==> src/rtl/dma_split_pkg.sv <==
package dma_split_pkg;
  typedef enum logic [0:0] {ISS_RUN = 1'b0, ISS_WAIT = 1'b1} iss_state_e;
endpackage

==> src/rtl/chunk_fifo.sv <==
module chunk_fifo #(
  parameter int W     = 8,
  parameter int DEPTH = 16,
  localparam int PTR_W = $clog2(DEPTH),
  localparam int CNT_W = $clog2(DEPTH + 1)
) (
  input  logic             clk_i,
  input  logic             rst_ni,
  input  logic             push_i,
  input  logic [W-1:0]     din_i,
  input  logic             pop_i,
  output logic [W-1:0]     dout_o,
  output logic             empty_o,
  output logic [CNT_W-1:0] count_o
);
  logic [W-1:0]     mem_q [DEPTH];
  logic [PTR_W-1:0] wptr_q, rptr_q;
  logic [CNT_W-1:0] cnt_q;

  always_ff @(posedge clk_i) begin
    if (push_i) mem_q[wptr_q] <= din_i;
  end

  always_ff @(posedge clk_i or negedge rst_ni) begin
    if (!rst_ni) begin
      wptr_q <= '0;
      rptr_q <= '0;
      cnt_q  <= '0;
    end else begin
      if (push_i) wptr_q <= wptr_q + 1'b1;
      if (pop_i)  rptr_q <= rptr_q + 1'b1;
      case ({push_i, pop_i})
        2'b10:   cnt_q <= cnt_q + 1'b1;
        2'b01:   cnt_q <= cnt_q - 1'b1;
        default: cnt_q <= cnt_q;
      endcase
    end
  end

  assign dout_o  = mem_q[rptr_q];
  assign empty_o = (cnt_q == '0);
  assign count_o = cnt_q;
endmodule

==> src/rtl/chunk_gen.sv <==
module chunk_gen #(
  parameter int ADDR_W    = 32,
  parameter int LEN_W     = 12,
  parameter int OFS_W     = 16,
  parameter int ID_W      = 4,
  parameter int BLK_BYTES = 64,
  parameter int Q_DEPTH   = 16,
  localparam int BLK_LG   = $clog2(BLK_BYTES),
  localparam int SZ_W     = BLK_LG + 1,
  localparam int CNT_W    = $clog2(Q_DEPTH + 1),
  localparam int SPAN_W   = LEN_W + 2
) (
  input  logic              clk_i,
  input  logic              rst_ni,
  input  logic              cmd_valid_i,
  input  logic              cmd_write_i,
  input  logic [ADDR_W-1:0] cmd_addr_i,
  input  logic [LEN_W-1:0]  cmd_len_i,
  input  logic [OFS_W-1:0]  cmd_base_i,
  input  logic [ID_W-1:0]   cmd_id_i,
  input  logic [CNT_W-1:0]  q_count_i,
  output logic              cmd_ready_o,
  output logic              cmd_err_o,
  output logic              push_o,
  output logic              push_write_o,
  output logic [ADDR_W-1:0] push_addr_o,
  output logic [SZ_W-1:0]   push_size_o,
  output logic [OFS_W-1:0]  push_ofs_o,
  output logic [ID_W-1:0]   push_id_o
);
  logic              busy_q, wr_q;
  logic [ADDR_W-1:0] addr_q;
  logic [LEN_W-1:0]  rem_q;
  logic [OFS_W-1:0]  ofs_q;
  logic [ID_W-1:0]   id_q;

  // pieces needed: ceil((start offset in block + len) / block)
  logic [SPAN_W-1:0] span, n_chunks, free_sp;
  logic              is_zero, too_big, fits, take;
  assign span     = SPAN_W'(cmd_addr_i[BLK_LG-1:0]) + SPAN_W'(cmd_len_i)
                  + SPAN_W'(BLK_BYTES - 1);
  assign n_chunks = span >> BLK_LG;
  assign free_sp  = SPAN_W'(Q_DEPTH) - SPAN_W'(q_count_i);
  assign is_zero  = (cmd_len_i == '0);
  assign too_big  = n_chunks > SPAN_W'(Q_DEPTH);
  assign fits     = n_chunks <= free_sp;

  assign cmd_ready_o = !busy_q && (is_zero || too_big || fits);
  assign cmd_err_o   = cmd_valid_i && !busy_q && (is_zero || too_big);
  assign take        = cmd_valid_i && cmd_ready_o && !is_zero && !too_big;

  logic [SZ_W-1:0] room, sz;
  logic            last;
  assign room = SZ_W'(BLK_BYTES) - SZ_W'(addr_q[BLK_LG-1:0]);
  assign sz   = (LEN_W'(room) > rem_q) ? rem_q[SZ_W-1:0] : room;
  assign last = (LEN_W'(sz) == rem_q);

  always_ff @(posedge clk_i or negedge rst_ni) begin
    if (!rst_ni) begin
      busy_q <= 1'b0;
      wr_q   <= 1'b0;
      addr_q <= '0;
      rem_q  <= '0;
      ofs_q  <= '0;
      id_q   <= '0;
    end else if (take) begin
      busy_q <= 1'b1;
      wr_q   <= cmd_write_i;
      addr_q <= cmd_addr_i;
      rem_q  <= cmd_len_i;
      ofs_q  <= cmd_base_i;
      id_q   <= cmd_id_i;
    end else if (busy_q) begin
      addr_q <= addr_q + ADDR_W'(sz);
      rem_q  <= rem_q - LEN_W'(sz);
      ofs_q  <= ofs_q + OFS_W'(sz);
      if (last) busy_q <= 1'b0;
    end
  end

  assign push_o       = busy_q;
  assign push_write_o = wr_q;
  assign push_addr_o  = addr_q;
  assign push_size_o  = sz;
  assign push_ofs_o   = ofs_q;
  assign push_id_o    = id_q;
endmodule

==> src/rtl/issue_ctrl.sv <==
module issue_ctrl
  import dma_split_pkg::*;
(
  input  logic clk_i,
  input  logic rst_ni,
  input  logic empty_i,
  input  logic req_ready_i,
  input  logic retry_i,
  output logic req_valid_o,
  output logic pop_o
);
  iss_state_e st_q;

  assign req_valid_o = !empty_i && (st_q == ISS_RUN);
  assign pop_o       = req_valid_o && req_ready_i;

  always_ff @(posedge clk_i or negedge rst_ni) begin
    if (!rst_ni) st_q <= ISS_RUN;
    else begin
      case (st_q)
        ISS_RUN:  if (req_valid_o && !req_ready_i) st_q <= ISS_WAIT;
        ISS_WAIT: if (retry_i) st_q <= ISS_RUN;
        default:  st_q <= ISS_RUN;
      endcase
    end
  end
endmodule

==> src/rtl/dma_chunk_splitter.sv <==
module dma_chunk_splitter #(
  parameter int ADDR_W    = 32,
  parameter int LEN_W     = 12,
  parameter int OFS_W     = 16,
  parameter int ID_W      = 4,
  parameter int BLK_BYTES = 64,
  parameter int Q_DEPTH   = 16,
  localparam int SZ_W     = $clog2(BLK_BYTES) + 1,
  localparam int CNT_W    = $clog2(Q_DEPTH + 1),
  localparam int ENT_W    = 1 + ID_W + ADDR_W + SZ_W + OFS_W
) (
  input  logic              clk_i,
  input  logic              rst_ni,
  input  logic              cmd_valid_i,
  output logic              cmd_ready_o,
  input  logic              cmd_write_i,
  input  logic [ADDR_W-1:0] cmd_addr_i,
  input  logic [LEN_W-1:0]  cmd_len_i,
  input  logic [OFS_W-1:0]  cmd_base_i,
  input  logic [ID_W-1:0]   cmd_id_i,
  output logic              cmd_err_o,
  output logic              q_push_o,
  output logic [ID_W-1:0]   q_push_id_o,
  output logic              req_valid_o,
  input  logic              req_ready_i,
  input  logic              retry_i,
  output logic              req_write_o,
  output logic [ADDR_W-1:0] req_addr_o,
  output logic [SZ_W-1:0]   req_size_o,
  output logic [OFS_W-1:0]  req_ofs_o,
  output logic [ID_W-1:0]   req_id_o
);
  logic              push, pop, empty, g_wr;
  logic [CNT_W-1:0]  count;
  logic [ADDR_W-1:0] g_addr;
  logic [SZ_W-1:0]   g_sz;
  logic [OFS_W-1:0]  g_ofs;
  logic [ID_W-1:0]   g_id;
  logic [ENT_W-1:0]  ent_in, ent_out;

  chunk_gen #(
    .ADDR_W(ADDR_W), .LEN_W(LEN_W), .OFS_W(OFS_W), .ID_W(ID_W),
    .BLK_BYTES(BLK_BYTES), .Q_DEPTH(Q_DEPTH)
  ) u_gen (
    .clk_i, .rst_ni, .cmd_valid_i, .cmd_write_i, .cmd_addr_i, .cmd_len_i,
    .cmd_base_i, .cmd_id_i, .q_count_i(count), .cmd_ready_o, .cmd_err_o,
    .push_o(push), .push_write_o(g_wr), .push_addr_o(g_addr),
    .push_size_o(g_sz), .push_ofs_o(g_ofs), .push_id_o(g_id)
  );

  assign ent_in = {g_wr, g_id, g_addr, g_sz, g_ofs};

  chunk_fifo #(.W(ENT_W), .DEPTH(Q_DEPTH)) u_fifo (
    .clk_i, .rst_ni, .push_i(push), .din_i(ent_in), .pop_i(pop),
    .dout_o(ent_out), .empty_o(empty), .count_o(count)
  );

  issue_ctrl u_iss (
    .clk_i, .rst_ni, .empty_i(empty), .req_ready_i, .retry_i,
    .req_valid_o, .pop_o(pop)
  );

  assign {req_write_o, req_id_o, req_addr_o, req_size_o, req_ofs_o} = ent_out;
  assign q_push_o    = push;
  assign q_push_id_o = g_id;
endmodule

==> config.mk <==
export PLATFORM = sky130hd
export DESIGN_NAME = dma_chunk_splitter
export DESIGN_NICKNAME = d
export VERILOG_FILES = /design/src/rtl/dma_split_pkg.sv /design/src/rtl/chunk_fifo.sv /design/src/rtl/chunk_gen.sv /design/src/rtl/issue_ctrl.sv /design/src/rtl/dma_chunk_splitter.sv
export SDC_FILE = /design/constraint.sdc
export NUM_CORES = 1
export LEC_CHECK = 0
export ABC_AREA = 1
export BUFFER_PORTS_ARGS = -buffer_cell sky130_fd_sc_hd__buf_2
export CAP_MARGIN = 20
export CORE_ASPECT_RATIO = 0.6
export CORE_MARGIN = 4
export CORE_UTILIZATION = 50
export DETAILED_ROUTE_END_ITERATION = 8
export GPL_ROUTABILITY_DRIVEN = 0
export PLACE_DENSITY = 0.66
export SYNTH_ARGS = -nofsm -noshare
export SYNTH_HDL_FRONTEND = slang
export SYNTH_SLANG_ARGS = --single-unit
==> constraint.sdc <==
create_clock -name clk_i -period 14.82 [get_ports clk_i]
set_input_delay 1.482 -clock clk_i [delete_from_list [all_inputs] [get_ports clk_i]]
set_output_delay 1.482 -clock clk_i [all_outputs]
set_load 0.01 [all_outputs]
==> impl_metrics.json <==
{
  "synth_area_um2": 42990,
  "crit_buf_inv": 3,
  "ys_types": 44,
  "min_from": "u_fifo.count_o[4]",
  "hold_class": "flop to flop",
  "finalSetupTns_ns": 0,
  "post-synth-top-count-cell": "edfxtp_1",
  "portBuffers": 137,
  "leakagePower_nw": 14.77,
  "hold_buffers": 0,
  "startpoint_type": "flop",
  "core_area_um2": 84340,
  "fin_nets": 3652,
  "outcome": "finished clean",
  "diodes": 0,
  "p_total_w": 0.007835,
  "power_density_nw_per_um2": 164.3,
  "cts_buffers": 91,
  "crit_end": "req_addr_o[5]",
  "synth_seq_area_share": 0.7171,
  "synth.top_cell.area_share": 0.6705,
  "tritoncts": "yes",
  "final.period_utilization": 0.4251,
  "ir_worst_vdd_uv": 136.7,
  "drtIter0Drc": 3519,
  "clk_pin_slew_worst_paths_ns": 0.06,
  "crit_type": "flop to primary output",
  "drive_gt1_frac": 0.1033,
  "die-area_um2": 90900,
  "r2r_slack_ns": 8.64,
  "max_slew_margin": 0.2479,
  "cpPeakStageDelay_ns": 0.90,
  "grt_pass1_wl_um": 177700,
  "synth_top_area_cell": "edfxtp_1",
  "drv_slew": 0,
  "placed_area_um2": 44800,
  "r2r_end": "u_gen.push_addr_o[30]",
  "clock_skew_ns": 0.02295,
  "ctsResizeCount": 0,
  "gr-total-overflow": 0,
  "cts.sinks": 1040,
  "grtUsageTotal": 0.2569,
  "synth_flop_cell": "edfxtp_1",
  "worstSkewPairLatency_ns": 0.68,
  "ant_nets": 0,
  "r2r_start": "u_gen.push_addr_o[1]",
  "crit_required_ns": 13.34,
  "crit_start": "u_fifo.rptr_q[0]",
  "final_area_um2": 47680,
  "clockRootBuffer": "clkbuf_16",
  "die_x_um": 386.6,
  "rsz0062_at_grt": "false",
  "synth_cells": 3450,
  "antenna_found_initial": 5,
  "timing.fmax_ghz": 0.1587,
  "first_global_vias": 27190,
  "synth.area.top_cells": "edfxtp_1 (67%), o21ai_0 (5.3%), dfrtp_1 (4.7%), a21oi_1 (3.4%), nand2_1 (3.4%)",
  "routed_wl_um": 119200,
  "worstPathArrival_ns": 4.82,
  "syn-num-nets": 3579,
  "cpMaxStageDelayCell": "buf_4",
  "wl_per_cell_um": 25.23,
  "avgSynthCellArea_um2": 12.46,
  "finalCriticalPeriod_ns": 6.300,
  "endpoint_kind": "primary output",
  "syn_to_final_growth_pct": 10.90,
  "num_vias": 28840,
  "hold_violations": 0,
  "whs_ns": 0.5147,
  "path_depth": 8,
  "cts_setup_buffers": 0,
  "grt_max_degree": 158,
  "setup_viol": 0,
  "drc": 0,
  "die_h_um": 235.1,
  "r2r_cells": 25,
  "hpwl_um": 62380,
  "worstMarginPinSlew_ns": 1.125,
  "routed_via_density": 6.106,
  "yosys_warnings": 0,
  "ioPinCount": 138,
  "critical_path.top_delay_family": "buffers and inverters",
  "synthArstFlopShare": 0.07692,
  "whs_path_depth": 1,
  "synth_edf_count": 960,
  "cts_buffer_depth": 3,
  "num_rows": 82,
  "drv_cap": 0,
  "cts_htree_levels": 3,
  "path_max_fanout": 119,
  "cp_cell_sequence": "inv_8 > nand2_4 > buf_4 > o221ai_1 > a21oi_1 > o21ai_0 > o21ai_0 > buf_2",
  "dr.pass1.iters": 6,
  "yosys-top-cells-count": "edfxtp_1 (960), o21ai_0 (453), nand2_1 (387)",
  "initial_core_util": 0.5098,
  "path_common_cell": "o21ai_0",
  "synth_seq_cells": 1040
}
## area by class of cell
class                   count  area, um2
clock buffers             121       2492
clock inverters            39      355.3
fillers                  6917      36660
inverters                 131      509.2
multi-input cells        2065      10910
flip-flops and latches   1040      30850
well taps                1134       1419
repair buffers            194       1149
## sequential cells by signal, indices dropped and copies added (netlist names)
signal and flops:
u_fifo.count_o 5, u_fifo.mem_q 960, u_fifo.rptr_q 4, u_fifo.wptr_q 4, u_gen.push_addr_o 32, u_gen.push_id_o 4, u_gen.push_o 1, u_gen.push_ofs_o 16
u_gen.push_write_o 1, u_gen.rem_q 12, u_iss.st_q 1
## placed cells by master (no fill, tap or decap), types with 121 or more instances in the layout
cell      Yosys  final
edfxtp_1    960    960
o21ai_0     453    447
nand2_1     387    385
nor2_1      360    344
a21oi_1     295    295
nand3_1     141    141
buf_2         2    136
inv_1       127    122
o22ai_1     122    122
o221ai_1    121    121
## worst min-delay path by stage
stage | slack [ns] | to
after floorplan | 0.46 | u_fifo.count_o[4]
after global placement | 0.50 | u_gen.rem_q[10]
after detailed placement | 0.50 | u_fifo.count_o[4]
after CTS | 0.51 | u_fifo.count_o[4]
after global routing | 0.56 | u_fifo.count_o[4]
final | 0.51 | u_fifo.count_o[4]
## cells by family (layout without fill, tap and decap cells)
group                    after synthesis  in the layout  share of synthesized area
adder cells (fa/ha/maj)               59             59                    0.01804
XOR/XNOR                              34             34                   0.006926
AND/OR/NAND/NOR                      958            958                    0.09246
other                                  1              1                 0.00008722
buffers and inverters                345            485                    0.03245
AO/OA/AOI/OAI                       1013           1013                     0.1330
flip-flops                          1040           1040                     0.7171
## power breakdown
part / switching (W) / internal [W]
logic: 0.00164 / 0.000632
registers: 0.0000527 / 0.00318
clock network: 0.00105 / 0.00128
## through the flow
stage          setup WS [ns]  utilization  std cells
6_report               8.520       0.5654       4724
5_1_grt                8.007       0.5654       4724
4_1_cts                8.605       0.5650       4723
3_5_place_dp           8.660       0.5313       4563
3_3_place_gp           8.666       0.5313       4563
2_1_floorplan          9.267            -       3450
## routing by layer
metal  GRT usage  wire [um]  up-vias
li1            -          -    12940
met1      0.3936      52290    14200
met2      0.3690      50890     1538
met3     0.06443      13360      171
met4     0.06298       2626        2
met5           0         11        -
Note: power is estimated with default switching activity, not from simulation.
